`src/rtl/irq_chain_pkg.sv`:
```
package irq_chain_pkg;

  // Vector assigned to one stage: base plus index times step.
  function automatic logic [31:0] stage_vector(input logic [31:0] base,
                                               input logic [31:0] step,
                                               input int          idx);
    return base + step * 32'(idx);
  endfunction

  // Width of a counter that counts 0 .. delay-1.
  function automatic int cnt_width(input int delay);
    return (delay > 1) ? $clog2(delay) : 1;
  endfunction

endpackage

```
`src/rtl/irq_req_flag.sv`:
```
module irq_req_flag #(
  parameter int CLR_DELAY = 3,
  parameter int CNT_W     = 2
) (
  input  logic clk,
  input  logic rst_n,
  input  logic dev_req,
  input  logic granted,
  output logic flag
);
  localparam logic [CNT_W-1:0] LAST = CNT_W'(CLR_DELAY - 1);

  logic             req_q;
  logic [CNT_W-1:0] svc_cnt;
  logic             set_evt;
  logic             svc_done;

  assign set_evt  = dev_req & ~req_q;
  assign svc_done = granted && (svc_cnt == LAST);

  always_ff @(posedge clk or negedge rst_n) begin
    if (!rst_n) begin
      req_q   <= 1'b0;
      flag    <= 1'b0;
      svc_cnt <= '0;
    end else begin
      req_q <= dev_req;
      if (set_evt)       flag <= 1'b1;
      else if (svc_done) flag <= 1'b0;
      if (granted && !svc_done) svc_cnt <= svc_cnt + 1'b1;
      else                      svc_cnt <= '0;
    end
  end

  p_rise_sets_r2: assert property (@(posedge clk) disable iff (!rst_n)
    set_evt |=> flag);
  p_preempt_holds_r7: assert property (@(posedge clk) disable iff (!rst_n)
    (flag && !granted) |=> flag);
  p_delay_clears_r6: assert property (@(posedge clk) disable iff (!rst_n)
    (svc_done && !set_evt) |=> !flag);
  p_rise_wins_r9: assert property (@(posedge clk) disable iff (!rst_n)
    (svc_done && set_evt) |=> flag);
  p_count_bound_r6: assert property (@(posedge clk) disable iff (!rst_n)
    svc_cnt <= LAST);

endmodule

```
`src/rtl/irq_chain_stage.sv`:
```
module irq_chain_stage #(
  parameter int               VEC_W = 8,
  parameter logic [VEC_W-1:0] VEC   = '0
) (
  input  logic             prio_in,
  input  logic             pending,
  output logic             prio_out,
  output logic             granted,
  output logic [VEC_W-1:0] vec_out
);
  assign granted  = prio_in & pending;
  assign prio_out = prio_in & ~pending;
  assign vec_out  = granted ? VEC : '0;
endmodule

```
`src/rtl/irq_vec_merge.sv`:
```
module irq_vec_merge #(
  parameter int N_STAGES = 4,
  parameter int VEC_W    = 8
) (
  input  logic [N_STAGES*VEC_W-1:0] vec_flat,
  output logic [VEC_W-1:0]          vec_bus
);
  always_comb begin
    vec_bus = '0;
    for (int i = 0; i < N_STAGES; i++) vec_bus |= vec_flat[i*VEC_W +: VEC_W];
  end
endmodule

```
`src/rtl/irq_daisy_chain.sv`:
```
module irq_daisy_chain
  import irq_chain_pkg::*;
#(
  parameter int          N_STAGES  = 4,
  parameter int          VEC_W     = 8,
  parameter logic [31:0] VEC_BASE  = 32'h40,
  parameter logic [31:0] VEC_STEP  = 32'h4,
  parameter int          CLR_DELAY = 3
) (
  input  logic                clk,
  input  logic                rst_n,
  input  logic [N_STAGES-1:0] dev_req,
  input  logic                int_ack,
  output logic                int_req,
  output logic [VEC_W-1:0]    vec_bus,
  output logic                chain_out,
  output logic [N_STAGES-1:0] pending
);
  localparam int CNT_W = cnt_width(CLR_DELAY);

  logic [N_STAGES:0]         prio;
  logic [N_STAGES-1:0]       grant;
  logic [N_STAGES*VEC_W-1:0] vec_flat;

  assign prio[0] = int_ack;

  for (genvar gi = 0; gi < N_STAGES; gi++) begin : g_stage
    localparam logic [VEC_W-1:0] STAGE_VEC =
      VEC_W'(stage_vector(VEC_BASE, VEC_STEP, gi));

    irq_req_flag #(.CLR_DELAY(CLR_DELAY), .CNT_W(CNT_W)) u_flag (
      .clk     (clk),
      .rst_n   (rst_n),
      .dev_req (dev_req[gi]),
      .granted (grant[gi]),
      .flag    (pending[gi])
    );

    irq_chain_stage #(.VEC_W(VEC_W), .VEC(STAGE_VEC)) u_stage (
      .prio_in  (prio[gi]),
      .pending  (pending[gi]),
      .prio_out (prio[gi+1]),
      .granted  (grant[gi]),
      .vec_out  (vec_flat[gi*VEC_W +: VEC_W])
    );

    p_chain_cut_r5: assert property (@(posedge clk) disable iff (!rst_n)
      !prio[gi] |-> (!prio[gi+1] && !grant[gi]));

    if (gi > 0) begin : g_first
      p_grant_first_r4: assert property (@(posedge clk) disable iff (!rst_n)
        grant[gi] |-> (pending[gi-1:0] == '0));
    end
  end

  irq_vec_merge #(.N_STAGES(N_STAGES), .VEC_W(VEC_W)) u_merge (
    .vec_flat (vec_flat),
    .vec_bus  (vec_bus)
  );

  assign int_req   = |pending;
  assign chain_out = prio[N_STAGES];

  p_single_grant_r4: assert property (@(posedge clk) disable iff (!rst_n)
    $onehot0(grant));
  p_idle_vec_zero_r8: assert property (@(posedge clk) disable iff (!rst_n)
    (grant == '0) |-> (vec_bus == '0));
  p_no_ack_quiet_r5: assert property (@(posedge clk) disable iff (!rst_n)
    !int_ack |-> (grant == '0 && !chain_out));
  p_ack_lands_r3: assert property (@(posedge clk) disable iff (!rst_n)
    (int_ack && int_req) |-> (grant != '0 && !chain_out));

endmodule

```
`config.mk`:
```
export PLATFORM = sky130hd
export DESIGN_NAME = irq_daisy_chain
export DESIGN_NICKNAME = d
export VERILOG_FILES = /design/src/rtl/irq_chain_pkg.sv /design/src/rtl/irq_req_flag.sv /design/src/rtl/irq_chain_stage.sv /design/src/rtl/irq_vec_merge.sv /design/src/rtl/irq_daisy_chain.sv
export SDC_FILE = /design/constraint.sdc
export NUM_CORES = 1
export LEC_CHECK = 0
export BUFFER_PORTS_ARGS = -buffer_cell sky130_fd_sc_hd__buf_2
export CORE_MARGIN = 2
export CORE_UTILIZATION = 45
export CTS_BUF_LIST = sky130_fd_sc_hd__clkbuf_8
export CTS_CLUSTER_DIAMETER = 150
export DETAILED_ROUTE_END_ITERATION = 12
export PLACE_DENSITY = 0.81
export SYNTH_ARGS = -nofsm -noshare
export SYNTH_HDL_FRONTEND = slang
export SYNTH_SLANG_ARGS = --single-unit
```
`constraint.sdc`:
```
create_clock -name clk -period 2.05 [get_ports clk]
set_input_delay 0.3075 -clock clk [delete_from_list [all_inputs] [get_ports clk]]
set_output_delay 0.3075 -clock clk [all_outputs]
set_load 0.02 [all_outputs]
```
==> results.yml, run 1 <==
floorplan:
  dieArea_mm2: 0.001956
  num_rows: 14
  ioPinCount: 21
  initial_utilization: 0.4834
  fp.dieH_um: 44.23
  die_w_um: 44.23
  core_mm2: 0.001506
power:
  leakage_nw: 0.4068
  vdd_drop_max_mv: 0.4262
  power.density_mw_per_mm2: 874.6
sta:
  fin_hold_ws_ns: 0.1777
  slew_viol_final: 0
  fin_worst_skew_ns: 0.001842
  rsz0062_at_grt: "false"
  timing.fmax_ghz: 0.5429
  period_minus_slack_ns: 1.842
  finalHoldViolations: 0
  slew_headroom: 0.6614
  tightest_slew_ns: 0.5033
  period_share: 0.8985
  setup-violations-final: 0
  setup_tns_ns: 0
setup_path:
  critPathTopFamily: "simple AND/OR/NAND/NOR gates"
  reg2reg_slack_ns: 0.79
  startpoint: "g_stage[2].u_flag.flag$_DFFE_PN0P_"
  crit_chain: "nor4_1, and2_1, buf_2"
  cp_max_fo: 7
  path_buf_inv: 1
  startpoint_type: "flip-flop"
  worstPathArrival_ns: 1.53
  required_ns: 1.74
  cpMaxStageDelayCell: "nor4_1"
  r2r_end: "g_stage[2].u_flag.flag$_DFFE_PN0P_"
  path_class: "reg2out"
  r2r_cells: 3
  max_stage_delay_ns: 0.51
  reg2reg_from: "g_stage[0].u_flag.flag$_DFFE_PN0P_"
  end_kind: "primary output"
clock_network:
  worstSkewPairLatency_ns: 0.25
  clkSinkCount: 16
  cts_tree: "yes"
  clkTransAtPathRegs_ns: 0.06
  clk_path_buf_depth: 2
  ctsRootBufferMaster: "clkbuf_8"
  cts_max_level: 1
  cts_buffers: 3
final_layout:
  finalNetCount: 98
  syn_to_final_growth_pct: 12.89
  drive_gt1_frac: 0.2235
  diodes: 0
  fillCellCount: 140
placed_design:
  portBuffers: 15
  gp_congestion: 0.7372
  hpwl_um: 814.8
min_path:
  min-delay-start: "dev_req[2]"
  whs_endpoint: "g_stage[2].u_flag.req_q$_DFF_PN0_"
  hold_class: "in2reg"
  whs_path_depth: 1
synthesis:
  yosys.cell_types.count: 17
  synth.most_common_cell: "dfrtp_1"
  yosysWarnings: 0
  yosys.area.top_type_share: 0.5498
  async_flop_share: 1.000
  seq_area_frac_synth: 0.5498
  syn_area_um2: 728.2
  synth_area_per_cell_um2: 10.26
  synth_common_cells: "16 x dfrtp_1, 11 x inv_1, 9 x buf_4, 8 x nor2_1, 5 x o21ai_0"
  ys_ff_latch: 16
  synth_cells: 71
  synth_area_leaders: "dfrtp_1 55%, buf_4 9.3%, ha_1 6.9%"
  synth-edff-count: 0
  synth_top_area_cell: "dfrtp_1"
  ys.flop_type: "dfrtp_1"
grt:
  track_usage: 0.1372
  grt_pass1_vias: 460
  grt_pass1_wl_mm: 1.876
  grt_max_degree: 17
  grt_overflow: 0
  antenna_found_initial: 0
drt:
  num_vias: 483
  first_pass_iters: 3
  ant_nets: 0
  via_per_inst: 4.782
  drt-total-wl_mm: 1.012
  wl_per_cell_um: 10.02
  drc_errors: 0
  drt_iter0_drc: 1
job:
  maxCapViolCount: 0
status:
  status: "finished, final reports clean"
==> cells by family after synthesis <==
| group | Yosys count | synth area share |
|---|---|---|
| AO/OA/AOI/OAI | 7 | 0.05670 |
| flip-flops | 16 | 0.5498 |
| adder cells (fa/ha/maj) | 4 | 0.06873 |
| buffers and inverters | 20 | 0.1495 |
| other | 1 | 0.005150 |
| AND/OR/NAND/NOR | 23 | 0.1701 |
==> worst max-delay path by stage <==
stage | to | slack [ns] | cells after the start
finish | chain_out | 0.21 | 3
global route | chain_out | 0.1 | 3
CTS | chain_out | 0.20 | 3
detailed placement | chain_out | 0.47 | 3
global placement | chain_out | 0.53 | 3
floorplan | vec_bus[2] | 0.59 | 2
==> through the flow <==
step,cell area (um^2),instances,power (W),util,setup WS [ns]
floorplan,743.2,75,0.0004776,-,0.5950
global placement,770.7,97,0.0004951,0.5116,0.5346
detailed placement,770.7,97,0.0004989,0.5116,0.4701
CTS,822.0,101,0.0007315,0.5457,0.1983
global route,822.0,101,0.0007696,0.5457,0.09959
finish,822.0,101,0.0007190,0.5457,0.2081
==> state kept, by name (all words and copies together) (netlist names) <==
| signal | cells |
|---|---|
| g_stage.u_flag.svc_cnt | 8 |
| g_stage.u_flag.req_q | 4 |
| g_stage.u_flag.flag | 4 |
==> placed cells by master, fill, tap and decap left out, drive strengths merged <==
cell type | Yosys | final
nand2b | 2 | 2
conb | 1 | 5
buf | 9 | 15
nand2 | 3 | 3
o21ai | 5 | 5
and2 | 1 | 1
nor4 | 3 | 3
nand3b | 2 | 2
inv | 11 | 11
a22o | 1 | 1
dlygate4sd3 | 0 | 1
nor2 | 8 | 8
nand4 | 1 | 1
clkbuf | 0 | 3
dfrtp | 16 | 16
nor2b | 2 | 2
or3b | 1 | 1
a21boi | 1 | 1
ha | 4 | 4
==> worst register-to-register path, stage by stage, from the launching register on <==
cell     delay, ns
dfrtp_1       0.42
or3b_4        0.44
o21ai_0       0.16
o21ai_0       0.11
==> where the power goes <==
group / internal (W) / total (W) / switching (W)
clock: 0.000130 / 0.000228 / 0.0000976
sequential: 0.000351 / 0.000373 / 0.0000219
combinational: 0.0000446 / 0.000118 / 0.0000735
==> layout make-up <==
| type | instances | area, um^2 | share of cell area |
|---|---|---|---|
| flip-flops and latches | 16 | 400.4 | 0.4871 |
| clock buffers | 3 | 41.29 | 0.05023 |
| multi-input cells | 39 | 234.0 | 0.2846 |
| well taps | 16 | 20.02 | 0.02435 |
| repair buffers | 16 | 85.08 | 0.1035 |
| inverters | 11 | 41.29 | 0.05023 |
==> timing repair <==
action / CTS / global route
resized for setup: 0 / 0
hold buffers: 1 / 0
hold endpoints to repair: 16 / 0
setup buffers: 0 / 0
==> routing by layer <==
| layer | track usage | vias to the layer above | wire length, um |
|---|---|---|---|
| met5 | 0 | - | 0 |
| met1 | 0.1818 | 221 | 511 |
| met2 | 0.1882 | 19 | 417 |
| li1 | - | 241 | - |
| met3 | 0.04898 | 2 | 64 |
| met4 | 0.09091 | 0 | 19 |
(Power assumes the default switching activity.)
==> run 2, diff against run 1 <==
CORE_MARGIN = not set   (was 2)
==> results.yml, run 2 (synthesis gave the netlist of run 1 again) <==
status:
  status: "finished, final reports clean"
floorplan:
  initial_utilization: 0.4834
  core_mm2: 0.001506
  dieArea_mm2: 0.001783
  ioPinCount: 21
  num_rows: 14
  fp.dieH_um: 42.23
  die_w_um: 42.23
clock_network:
  cts_tree: "yes"
  clkTransAtPathRegs_ns: 0.06
  cts_buffers: 3
  cts_max_level: 1
  worstSkewPairLatency_ns: 0.24
  ctsRootBufferMaster: "clkbuf_8"
  clk_path_buf_depth: 2
  cts_resized: 0
  clkSinkCount: 16
  cts.hold.buffers_added: 1
  post_cts_buffers: 0
final_layout:
  largest_reg_flops: 8
  finalNetCount: 98
  drive_gt1_frac: 0.2235
  final_common_cell: "dfrtp_1"
  layout_common_cells: "16 x dfrtp_1, 15 x buf_2, 11 x inv_1, 8 x nor2_1"
  diodes: 0
  syn_to_final_growth_pct: 12.89
  top_regs: "g_stage.u_flag.svc_cnt: 8 flops, g_stage.u_flag.flag: 4 flops, g_stage.u_flag.req_q: 4 flops"
  top_register: "g_stage.u_flag.svc_cnt"
power:
  p_comb_frac: 0.167
  p_int_w: 0.0005254
  p_seq_frac: 0.524
  leakage_nw: 0.4068
  power.net_switching_w: 0.0001886
  vdd_drop_max_mv: 0.5447
  clock_power_share: 0.310
  power.density_mw_per_mm2: 868.6
  swShare: 0.2642
setup_path:
  cpMaxStageDelayCell: "nor4_1"
  crit_chain: "nor4_1, and2_1, buf_2"
  reg2reg_from: "g_stage[0].u_flag.flag$_DFFE_PN0P_"
  startpoint_type: "flip-flop"
  r2r_cells: 3
  r2r_end: "g_stage[2].u_flag.flag$_DFFE_PN0P_"
  path_class: "reg2out"
  cp_max_fo: 7
  reg2reg_slack_ns: 0.75
  path_buf_inv: 1
  critPathTopFamily: "simple AND/OR/NAND/NOR gates"
  end_kind: "primary output"
  worstPathArrival_ns: 1.47
  max_stage_delay_ns: 0.45
  required_ns: 1.74
min_path:
  min-delay-start: "dev_req[0]"
  whs_endpoint: "g_stage[0].u_flag.req_q$_DFF_PN0_"
  hold_class: "in2reg"
  whs_path_depth: 1
drt:
  ant_nets: 0
  first_pass_iters: 4
  wl_per_cell_um: 10.13
  drt_iter0_drc: 4
  via_per_inst: 4.663
  drt-total-wl_mm: 1.023
  num_vias: 471
  drc_errors: 0
placed_design:
  place_ws_ns: 0.5103
  hpwl_um: 806.8
  portBuffers: 15
  gp_congestion: 0.7582
grt:
  grt_pass1_vias: 450
  grt_overflow: 0
  grt_max_degree: 17
  antenna_found_initial: 0
  grt_pass1_wl_mm: 1.828
  track_usage: 0.1376
sta:
  timing.fmax_ghz: 0.5637
  slew_viol_final: 0
  finalHoldViolations: 0
  rsz0062_at_grt: "false"
  period_share: 0.8653
  setup-violations-final: 0
  period_minus_slack_ns: 1.774
  setup_tns_ns: 0
  fin_worst_skew_ns: 0.001691
  setup_slack_ns: 0.2761
job:
  maxCapViolCount: 0
==> run 2: cell counts in the layout (fill, tap and decap cells not counted) <==
Identical to the previous run, type by type.
==> run 2: worst max-delay path by stage <==
| stage | from | endpoint | depth (start not counted) |
|---|---|---|---|
| after floorplan | g_stage[0].u_flag.flag$_DFFE_PN0P_ | vec_bus[2] | 2 |
| after global placement | g_stage[2].u_flag.flag$_DFFE_PN0P_ | chain_out | 3 |
| after detailed placement | g_stage[2].u_flag.flag$_DFFE_PN0P_ | chain_out | 3 |
| after CTS | g_stage[2].u_flag.flag$_DFFE_PN0P_ | chain_out | 3 |
| after global routing | g_stage[2].u_flag.flag$_DFFE_PN0P_ | chain_out | 3 |
| final | g_stage[2].u_flag.flag$_DFFE_PN0P_ | chain_out | 3 |
==> run 2: cell type report <==
type	instances	area [um^2]
clock buffer	3	41.29
tap	16	20.02
multi-input combinational	39	234.0
timing repair buffer	16	85.08
fill	135	684.4
sequential	16	400.4
inverter	11	41.29
==> run 2: power groups by stage <==
stage | Combinational, W | Sequential (W) | Clock [W]
6_report | 0.000119 | 0.000374 | 0.000221
5_1_grt | 0.000141 | 0.000380 | 0.000241
4_1_cts | 0.000120 | 0.000374 | 0.000226
3_5_place_dp | 0.000118 | 0.000380 | 0
3_3_place_gp | 0.000117 | 0.000380 | 0
2_1_floorplan | 0.000103 | 0.000375 | 0
==> run 2: through the flow <==
| step | instance area [um^2] | cells | util | power [W] | hold WS [ns] |
|---|---|---|---|---|---|
| final | 822.0 | 101 | 0.5457 | 0.0007141 | 0.1826 |
| after CTS | 822.0 | 101 | 0.5457 | 0.0007210 | 0.1800 |
| after global placement | 770.7 | 97 | 0.5116 | 0.0004968 | 0.2292 |
| after floorplan | 743.2 | 75 | - | 0.0004776 | 0.01191 |
| after detailed placement | 770.7 | 97 | 0.5116 | 0.0004984 | 0.2333 |
| after global routing | 822.0 | 101 | 0.5457 | 0.0007624 | 0.1749 |
==> run 2: routing by layer <==
layer	vias up	track usage	share of wire	wire length, um
li1	240	-	-	-
met4	0	0.05625	0.0098	10
met3	2	0.04310	0.062	63
met2	15	0.2154	0.45	459
met1	214	0.1771	0.48	489
met5	-	0	0	0
==> run 3, diff against run 2 <==
==> constraint.sdc (replaced) <==
create_clock -name clk -period 2.05 [get_ports clk]
set_input_delay 0.1025 -clock clk [delete_from_list [all_inputs] [get_ports clk]]
set_output_delay 0.1025 -clock clk [all_outputs]
set_load 0.02 [all_outputs]
==> results.yml, run 3 (synthesis gave the netlist of run 1 again) <==
status:
  status: "finished, final reports clean"
final_layout:
  fillCellCount: 128
  layout_common_cells: "16 x dfrtp_1, 15 x buf_2, 11 x inv_1, 8 x nor2_1"
  final_common_cell: "dfrtp_1"
  syn_to_final_growth_pct: 20.27
  top_regs: "g_stage.u_flag.svc_cnt: 8 flops, g_stage.u_flag.flag: 4 flops, g_stage.u_flag.req_q: 4 flops"
  drive_gt1_frac: 0.2222
  finalInstanceArea_um2: 875.8
  diodes: 0
  top_register: "g_stage.u_flag.svc_cnt"
  largest_reg_flops: 8
  finalNetCount: 102
clock_network:
  cts_tree: "yes"
  cts_resized: 0
  clk_path_buf_depth: 2
  clkTransAtPathRegs_ns: 0.06
  cts_max_level: 1
  worstSkewPairLatency_ns: 0.25
  clkSinkCount: 16
  cts_buffers: 3
  ctsRootBufferMaster: "clkbuf_8"
floorplan:
  initial_utilization: 0.4834
  dieArea_mm2: 0.001783
  die_w_um: 42.23
  ioPinCount: 21
  fp.dieH_um: 42.23
  core_mm2: 0.001506
  num_rows: 14
drt:
  num_vias: 501
  wl_per_cell_um: 10.28
  ant_nets: 0
  first_pass_iters: 5
  drc_errors: 0
  drt_iter0_drc: 11
  via_per_inst: 4.726
  drt-total-wl_mm: 1.090
sta:
  setup_tns_ns: 0
  rsz0062_at_grt: "false"
  setup-violations-final: 0
  finalHoldViolations: 0
  fin_hold_ws_ns: 0.1597
  fin_worst_skew_ns: 0.003628
  timing.fmax_ghz: 0.6402
  slew_viol_final: 0
  period_minus_slack_ns: 1.562
  period_share: 0.7620
setup_path:
  startpoint_type: "flip-flop"
  required_ns: 1.95
  startpoint: "g_stage[2].u_flag.flag$_DFFE_PN0P_"
  end_kind: "primary output"
  reg2reg_from: "g_stage[0].u_flag.flag$_DFFE_PN0P_"
  cp_max_fo: 7
  worstPathArrival_ns: 1.46
  path_class: "reg2out"
min_path:
  min-delay-start: "int_ack"
  hold_class: "in2reg"
grt:
  grt_max_degree: 17
  antenna_found_initial: 0
  grt_pass1_vias: 457
  grt_overflow: 0
  grt_pass1_wl_mm: 1.897
  track_usage: 0.1447
power:
  vdd_drop_max_mv: 0.4474
  p_total_w: 0.0007749
  leakage_nw: 0.4307
  power.density_mw_per_mm2: 884.7
placed_design:
  gp_congestion: 0.7975
  post_dp_cell_area_um2: 770.7
  portBuffers: 15
  hpwl_um: 822.2
job:
  maxCapViolCount: 0
[run 3: cell types whose count changed in the layout (fill, tap and decap cells not counted), sizes merged]
cell	change
clkbuf	+1
dlygate4sd3	+4
[run 3: area by class of cell]
class / instances / area (um^2) / share of cell area
Multi-Input combinational cell: 39 / 234.0 / 0.2671
Clock buffer: 4 / 55.05 / 0.06286
Inverter: 11 / 41.29 / 0.04714
Sequential cell: 16 / 400.4 / 0.4571
Tap cell: 16 / 20.02 / 0.02286
Timing Repair Buffer: 20 / 125.1 / 0.1429
[run 3: worst paths after layout]
kind | endpoint | slack, ns | depth (start not counted)
worst max-delay path | chain_out | 0.49 | 3
worst max register to register | g_stage[2].u_flag.flag$_DFFE_PN0P_ | 0.81 | 3
max in group asynchronous | g_stage[3].u_flag.flag$_DFFE_PN0P_ | 1.50 | 2
min in group asynchronous | g_stage[3].u_flag.svc_cnt[0]$_DFF_PN0_ | 0.29 | 2
worst min-delay path | g_stage[0].u_flag.flag$_DFFE_PN0P_ | 0.16 | 4
worst min register to register | g_stage[3].u_flag.flag$_DFFE_PN0P_ | 0.42 | 1
[run 3: report_power, final]
group,switching (W),internal (W)
clock network,0.000105,0.000170
registers,0.0000219,0.000351
logic,0.0000770,0.0000495
[run 3: metal layers]
| layer | track usage | share of wire | vias to the layer above |
|---|---|---|---|
| met4 | 0.07500 | 0.0055 | 0 |
| met5 | 0 | 0 | - |
| met2 | 0.2246 | 0.46 | 23 |
| met1 | 0.1790 | 0.47 | 222 |
| li1 | - | - | 252 |
| met3 | 0.04741 | 0.067 | 4 |
[run 3: what timing repair did]
item | in CTS | in global routing
buffers inserted | 0 | 0
hold endpoints to repair | 20 | 0
hold buffers | 5 | 0
[run 3: through the flow]
stage | setup WS [ns] | utilization | instances
after floorplan | 0.8000 | - | 75
after global placement | 0.7934 | 0.5116 | 97
after detailed placement | 0.7454 | 0.5116 | 97
after CTS | 0.4773 | 0.5814 | 106
after global routing | 0.3856 | 0.5814 | 106
final | 0.4880 | 0.5814 | 106
[run 3: critical path, stage by stage (launching register included)]
cell     delay, ns
dfrtp_1       0.43
nor4_1        0.45
and2_1        0.18
buf_2         0.15
